--- config.mk ---
export PLATFORM = sky130hd
export DESIGN_NAME = stream_axi_rd_bridge
export DESIGN_NICKNAME = d
export VERILOG_FILES = /design/src/rtl/sab_pkg.sv /design/src/rtl/sab_datapath.sv /design/src/rtl/sab_control.sv /design/src/rtl/stream_axi_rd_bridge.sv
export SDC_FILE = /design/constraint.sdc
export NUM_CORES = 2
export LEC_CHECK = 0
export BUFFER_PORTS_ARGS = -buffer_cell sky130_fd_sc_hd__buf_2
export CAP_MARGIN = 20
export CORE_MARGIN = 3
export CORE_UTILIZATION = 30
export CTS_BUF_LIST = sky130_fd_sc_hd__clkbuf_8 sky130_fd_sc_hd__clkbuf_16
export CTS_CLUSTER_DIAMETER = 50
export DETAILED_ROUTE_END_ITERATION = 10
export HOLD_SLACK_MARGIN = 0.06
export SKIP_LAST_GASP = 1
export SYNTH_ARGS = -nofsm -noshare
export SYNTH_HDL_FRONTEND = slang
export SYNTH_HIERARCHICAL = 1
export SYNTH_SLANG_ARGS = --single-unit
--- constraint.sdc ---
create_clock -name clk -period 4.5 [get_ports clk]
set_input_delay 0.45 -clock clk [delete_from_list [all_inputs] [get_ports clk]]
set_output_delay 0.45 -clock clk [all_outputs]
set_load 0.02 [all_outputs]
--- src/rtl/sab_pkg.sv ---
package sab_pkg;
  localparam logic [1:0] RESP_OKAY = 2'b00;

  typedef struct packed {
    logic pop;
  } ctrlStrobeT;

  typedef struct packed {
    logic empty;
  } dpStatusT;

  typedef enum logic {RD_IDLE, RD_BEAT} rdStateT;
  typedef enum logic [1:0] {WR_ADDR, WR_DATA, WR_RESP} wrStateT;
endpackage

--- src/rtl/sab_datapath.sv ---
module sab_datapath
  import sab_pkg::*;
#(
  parameter int DATA_W      = 32,
  parameter int DEPTH       = 64,   // power of two
  parameter int BURST_BEATS = 16
) (
  input  logic              clk,
  input  logic              rstN,
  input  logic              sValid,
  output logic              sReady,
  input  logic [DATA_W-1:0] sData,
  input  ctrlStrobeT        strobe,
  output dpStatusT          status,
  output logic [DATA_W-1:0] headData,
  output logic              burstAvail
);
  localparam int PTR_W = $clog2(DEPTH);
  localparam int CNT_W = PTR_W + 1;
  localparam logic [CNT_W-1:0] FULL_CNT  = CNT_W'(DEPTH);
  localparam logic [CNT_W-1:0] BURST_CNT = CNT_W'(BURST_BEATS);

  logic [DATA_W-1:0] mem [DEPTH];
  logic [PTR_W-1:0]  wrPtr, rdPtr;
  logic [CNT_W-1:0]  count;
  logic              push, pop, isEmpty;

  assign isEmpty = (count == '0);
  assign sReady  = (count != FULL_CNT);
  assign push    = sValid && sReady;
  assign pop     = strobe.pop && !isEmpty;

  always_ff @(posedge clk) begin
    if (push) mem[wrPtr] <= sData;
  end

  always_ff @(posedge clk) begin
    if (!rstN) begin
      wrPtr <= '0;
      rdPtr <= '0;
      count <= '0;
    end else begin
      if (push) wrPtr <= wrPtr + 1'b1;
      if (pop)  rdPtr <= rdPtr + 1'b1;
      case ({push, pop})
        2'b10:   count <= count + 1'b1;
        2'b01:   count <= count - 1'b1;
        default: count <= count;
      endcase
    end
  end

  assign headData     = mem[rdPtr];
  assign status.empty = isEmpty;
  assign burstAvail   = (count >= BURST_CNT);
endmodule

--- src/rtl/sab_control.sv ---
module sab_control
  import sab_pkg::*;
#(
  parameter int ID_W  = 4,
  parameter int LEN_W = 8
) (
  input  logic             clk,
  input  logic             rstN,
  input  dpStatusT         status,
  output ctrlStrobeT       strobe,
  input  logic             arValid,
  output logic             arReady,
  input  logic [ID_W-1:0]  arId,
  input  logic [LEN_W-1:0] arLen,
  output logic             rValid,
  input  logic             rReady,
  output logic [ID_W-1:0]  rId,
  output logic [1:0]       rResp,
  output logic             rLast,
  input  logic             awValid,
  output logic             awReady,
  input  logic [ID_W-1:0]  awId,
  input  logic             wValid,
  output logic             wReady,
  input  logic             wLast,
  output logic             bValid,
  input  logic             bReady,
  output logic [ID_W-1:0]  bId,
  output logic [1:0]       bResp
);
  rdStateT          rdState;
  wrStateT          wrState;
  logic [LEN_W-1:0] beatsLeft;
  logic [ID_W-1:0]  rIdQ, bIdQ;

  // read side: one transaction, beats gated by FIFO occupancy
  always_ff @(posedge clk) begin
    if (!rstN) begin
      rdState   <= RD_IDLE;
      beatsLeft <= '0;
      rIdQ      <= '0;
    end else begin
      case (rdState)
        RD_IDLE: if (arValid) begin
          rIdQ      <= arId;
          beatsLeft <= arLen;
          rdState   <= RD_BEAT;
        end
        RD_BEAT: if (rValid && rReady) begin
          if (beatsLeft == '0) rdState <= RD_IDLE;
          else                 beatsLeft <= beatsLeft - 1'b1;
        end
        default: rdState <= RD_IDLE;
      endcase
    end
  end

  always_comb begin
    arReady    = (rdState == RD_IDLE);
    rValid     = (rdState == RD_BEAT) && !status.empty;
    rLast      = (beatsLeft == '0);
    rId        = rIdQ;
    rResp      = RESP_OKAY;
    strobe.pop = rValid && rReady;
  end

  // write side: accept and discard, then answer OKAY
  always_ff @(posedge clk) begin
    if (!rstN) begin
      wrState <= WR_ADDR;
      bIdQ    <= '0;
    end else begin
      case (wrState)
        WR_ADDR: if (awValid) begin
          bIdQ    <= awId;
          wrState <= WR_DATA;
        end
        WR_DATA: if (wValid && wLast) wrState <= WR_RESP;
        WR_RESP: if (bReady) wrState <= WR_ADDR;
        default: wrState <= WR_ADDR;
      endcase
    end
  end

  always_comb begin
    awReady = (wrState == WR_ADDR);
    wReady  = (wrState == WR_DATA);
    bValid  = (wrState == WR_RESP);
    bId     = bIdQ;
    bResp   = RESP_OKAY;
  end
endmodule

--- src/rtl/stream_axi_rd_bridge.sv ---
module stream_axi_rd_bridge
  import sab_pkg::*;
#(
  parameter int DATA_W      = 32,
  parameter int ID_W        = 4,
  parameter int LEN_W       = 8,
  parameter int DEPTH       = 64,
  parameter int BURST_BEATS = 16
) (
  input  logic              clk,
  input  logic              rstN,
  input  logic              sValid,
  output logic              sReady,
  input  logic [DATA_W-1:0] sData,
  output logic              burstAvail,
  input  logic              arValid,
  output logic              arReady,
  input  logic [ID_W-1:0]   arId,
  input  logic [LEN_W-1:0]  arLen,
  output logic              rValid,
  input  logic              rReady,
  output logic [ID_W-1:0]   rId,
  output logic [DATA_W-1:0] rData,
  output logic [1:0]        rResp,
  output logic              rLast,
  input  logic              awValid,
  output logic              awReady,
  input  logic [ID_W-1:0]   awId,
  input  logic              wValid,
  output logic              wReady,
  input  logic [DATA_W-1:0] wData,
  input  logic              wLast,
  output logic              bValid,
  input  logic              bReady,
  output logic [ID_W-1:0]   bId,
  output logic [1:0]        bResp
);
  ctrlStrobeT strobe;
  dpStatusT   status;

  sab_datapath #(.DATA_W(DATA_W), .DEPTH(DEPTH), .BURST_BEATS(BURST_BEATS)) uDp (
    .clk(clk), .rstN(rstN), .sValid(sValid), .sReady(sReady), .sData(sData),
    .strobe(strobe), .status(status), .headData(rData), .burstAvail(burstAvail)
  );

  sab_control #(.ID_W(ID_W), .LEN_W(LEN_W)) uCtl (
    .clk(clk), .rstN(rstN), .status(status), .strobe(strobe),
    .arValid(arValid), .arReady(arReady), .arId(arId), .arLen(arLen),
    .rValid(rValid), .rReady(rReady), .rId(rId), .rResp(rResp), .rLast(rLast),
    .awValid(awValid), .awReady(awReady), .awId(awId),
    .wValid(wValid), .wReady(wReady), .wLast(wLast),
    .bValid(bValid), .bReady(bReady), .bId(bId), .bResp(bResp)
  );
endmodule

==> flow_summary.json <==
{
  "ioPinCount": 141,
  "ant_nets": 0,
  "grt_max_degree": 94,
  "clk_pin_slew_worst_paths_ps": 60,
  "port_buffers": 104,
  "worstMarginPinSlew_ps": 1100,
  "finalSetupTns_ps": 0,
  "grt_pass1_vias": 39546,
  "clock.fmax_ghz": 0.231,
  "synth_adder_area_share": 0.00109,
  "cts_htree_levels": 4,
  "synth_compound_area_frac": 0.0296,
  "coreArea_um2": 266000,
  "drive_gt1_frac": 0.295,
  "n_fill_cell": 24214,
  "synth_seq_cells": 2092,
  "crit_type": "flip-flop to output pin",
  "clk_path_buf_depth": 3,
  "grt.total_usage": 0.150,
  "routed_wl_um": 208000,
  "p_int_mw": 31.0,
  "outcome": "finished clean",
  "critPathMaxFanout": 13,
  "fin_util": 0.354,
  "die_w_um": 523,
  "p_clk_frac": 0.417,
  "cp-end-kind": "output pin",
  "clock_sinks": 2092,
  "startpoint_type": "flip-flop",
  "reg2reg_from": "uDp/count[1]",
  "place_congestion": 0.782,
  "mostFrequentLayoutCells": "2,048 x edfxtp_1, 494 x mux4_2, 203 x clkbuf_16",
  "numCtsBuffers": 201,
  "power_leakage_nw": 28.4,
  "synth_ff_type": "edfxtp_1",
  "p_switching_mw": 8.23,
  "rsz0062_at_grt": "false",
  "placed_area_um2": 86600,
  "cp.arrival_ps": 3880,
  "min_period_over_period": 0.963,
  "required_ps": 4050,
  "slew_violations": 0,
  "finalSetupViolCount": 0,
  "cts_tree": "built",
  "synth_warnings": 6,
  "muxShareOfSynthArea": 0.152,
  "fin_nets": 4075,
  "syn_area_per_cell_um2": 22.3,
  "synth_area_um2": 80100,
  "stdcell_area_um2": 94000,
  "die_area_um2": 273000,
  "grt_pass1_wl_um": 296000,
  "vias": 39307,
  "hold_viol_final": 0,
  "hold_path_class": "input port to flip-flop",
  "combPwrFrac": 0.035,
  "start_util": 0.302,
  "slew_headroom": 0.267,
  "top_usage_layer": "met2",
  "area.growth.synth_to_final_pct": 17.3,
  "fin_skew_ps": 55.4,
  "powerDensity_nw_per_um2": 417,
  "cts_root_buffer": "clkbuf_16",
  "grt_use_met3": 0.0295,
  "power_mw": 39.2,
  "final_common_cell": "edfxtp_1",
  "fin_crit_ps": 4330,
  "maxCapViolations": 0,
  "seq_area_frac_synth": 0.778,
  "clock_latency_ps": 840,
  "globalRouteOverflowTotal": 0,
  "power_frac_seq": 0.548,
  "swShare": 0.210,
  "vias_per_cell": 5.11,
  "synthArstFlopShare": 0,
  "drcViolationCount": 0,
  "synth_edf_count": 2048,
  "dr.pass1.iters": 6,
  "antenna_found_initial": 26,
  "irDropWorstVdd_uv": 393,
  "use_met2": 0.244,
  "grt.met1_usage": 0.208,
  "place_hpwl_um": 120000,
  "min_from": "sData[11]",
  "synth.distinct_cells": 80,
  "synth_top_family_by_area": "multiplexers",
  "synth_simple_gate_area_frac": 0.0210,
  "syn_inst": 3596,
  "fin_hold_ws_ps": 90.5,
  "die_height_um": 523,
  "num_rows": 189,
  "drt_first_iter_violations": 4758,
  "wire_per_inst_um": 27.1,
  "synthXorXnorAreaFrac": 0.00142
}
-- synthesized netlist by cell type (10+ instances only) --
cell	number	area share
clkbuf_1	85	0.0040
mux4_2	494	0.14
nor2b_1	33	0.0026
a21oi_1	48	0.0030
dfxtp_1	44	0.011
o221ai_1	21	0.0023
edfxtp_1	2048	0.77
buf_2	48	0.0030
nand3_1	28	0.0017
nor3_1	26	0.0016
a211oi_1	44	0.0041
buf_6	24	0.0034
mux2i_1	85	0.011
o22a_1	27	0.0030
xor2_1	10	0.0011
nand2_1	56	0.0026
o22ai_1	145	0.011
inv_1	10	0.00047
buf_4	27	0.0025
nor4_1	30	0.0023
nor2_1	103	0.0048
-- flip-flops by register name, summed over array words and instances (netlist names), named ones only --
| register | flops |
|---|---|
| uCtl/beatsLeft | 8 |
| uDp/count | 7 |
| uDp/mem | 2048 |
| uCtl/wrState | 2 |
| uCtl/rdState | 1 |
| uCtl/bId | 4 |
| uDp/wrPtr | 6 |
| uCtl/rId | 4 |
| uDp/rdPtr | 6 |
-- layout make-up --
type	instances	area, um2	area share
Tap cell	3533	4420	0.0470
Clock buffer	205	5110	0.0543
Antenna cell	10	25.0	0.000266
Timing Repair Buffer	382	3670	0.0390
Multi-Input combinational cell	1289	17000	0.181
Inverter	13	48.8	0.000519
Clock inverter	163	1310	0.0139
Sequential cell	2092	62400	0.664
-- through the flow --
step	setup WS, ps	std cells
finish	166	7687
CTS	-17.5	7636
detailed placement	633	7244
floorplan	950	3599
global route	38.2	7684
global placement	661	7244
-- critical path: stages, from the launching register on --
cell	delay, ps
dfxtp_4	360
buf_4	200
inv_2	400
nand3_1	480
buf_4	350
o22ai_1	460
nor4_1	140
buf_4	220
o22a_1	230
buf_2	180
-- power by group through the flow --
| stage | sequential (mW) | clock [mW] | combinational, mW |
|---|---|---|---|
| floorplan | 21.9 | 0 | 0.663 |
| global placement | 21.9 | 0 | 1.26 |
| detailed placement | 21.9 | 0 | 1.29 |
| CTS | 21.5 | 16.7 | 1.31 |
| global route | 21.5 | 17.5 | 1.47 |
| finish | 21.5 | 16.4 | 1.37 |
-- final timing paths --
kind | end | slack [ps] | cells past startpoint
max reg2reg | uDp/count[6] | 620 | 13
min | uDp/mem[2][11] | 90 | 1
min reg2reg | uCtl/rId[2] | 460 | 2
max | rData[21] | 170 | 9
-- per-layer routing --
layer	routed length (um)	vias up
li1	-	16143
met1	86100	21289
met2	102000	1601
met3	16500	270
met4	3960	4
met5	24	-
-- cell families (layout without fill, tap and decap cells) --
group | Yosys count | count (layout)
flops | 2092 | 2092
mux | 590 | 590
compound gates | 342 | 342
simple gates | 333 | 333
buf+inv | 218 | 763
xor+xnor | 13 | 13
fa+ha+maj | 7 | 7
other cells | 1 | 14
-- timing repair --
action                                 in CTS  in global routing
endpoints found under the hold margin      19                187
setup buffers                               1                  1
hold buffers                               23                 17
gates resized for setup                     3                  4
setup endpoints to repair                   5                 10
Power figures use the tool's default switching activity.
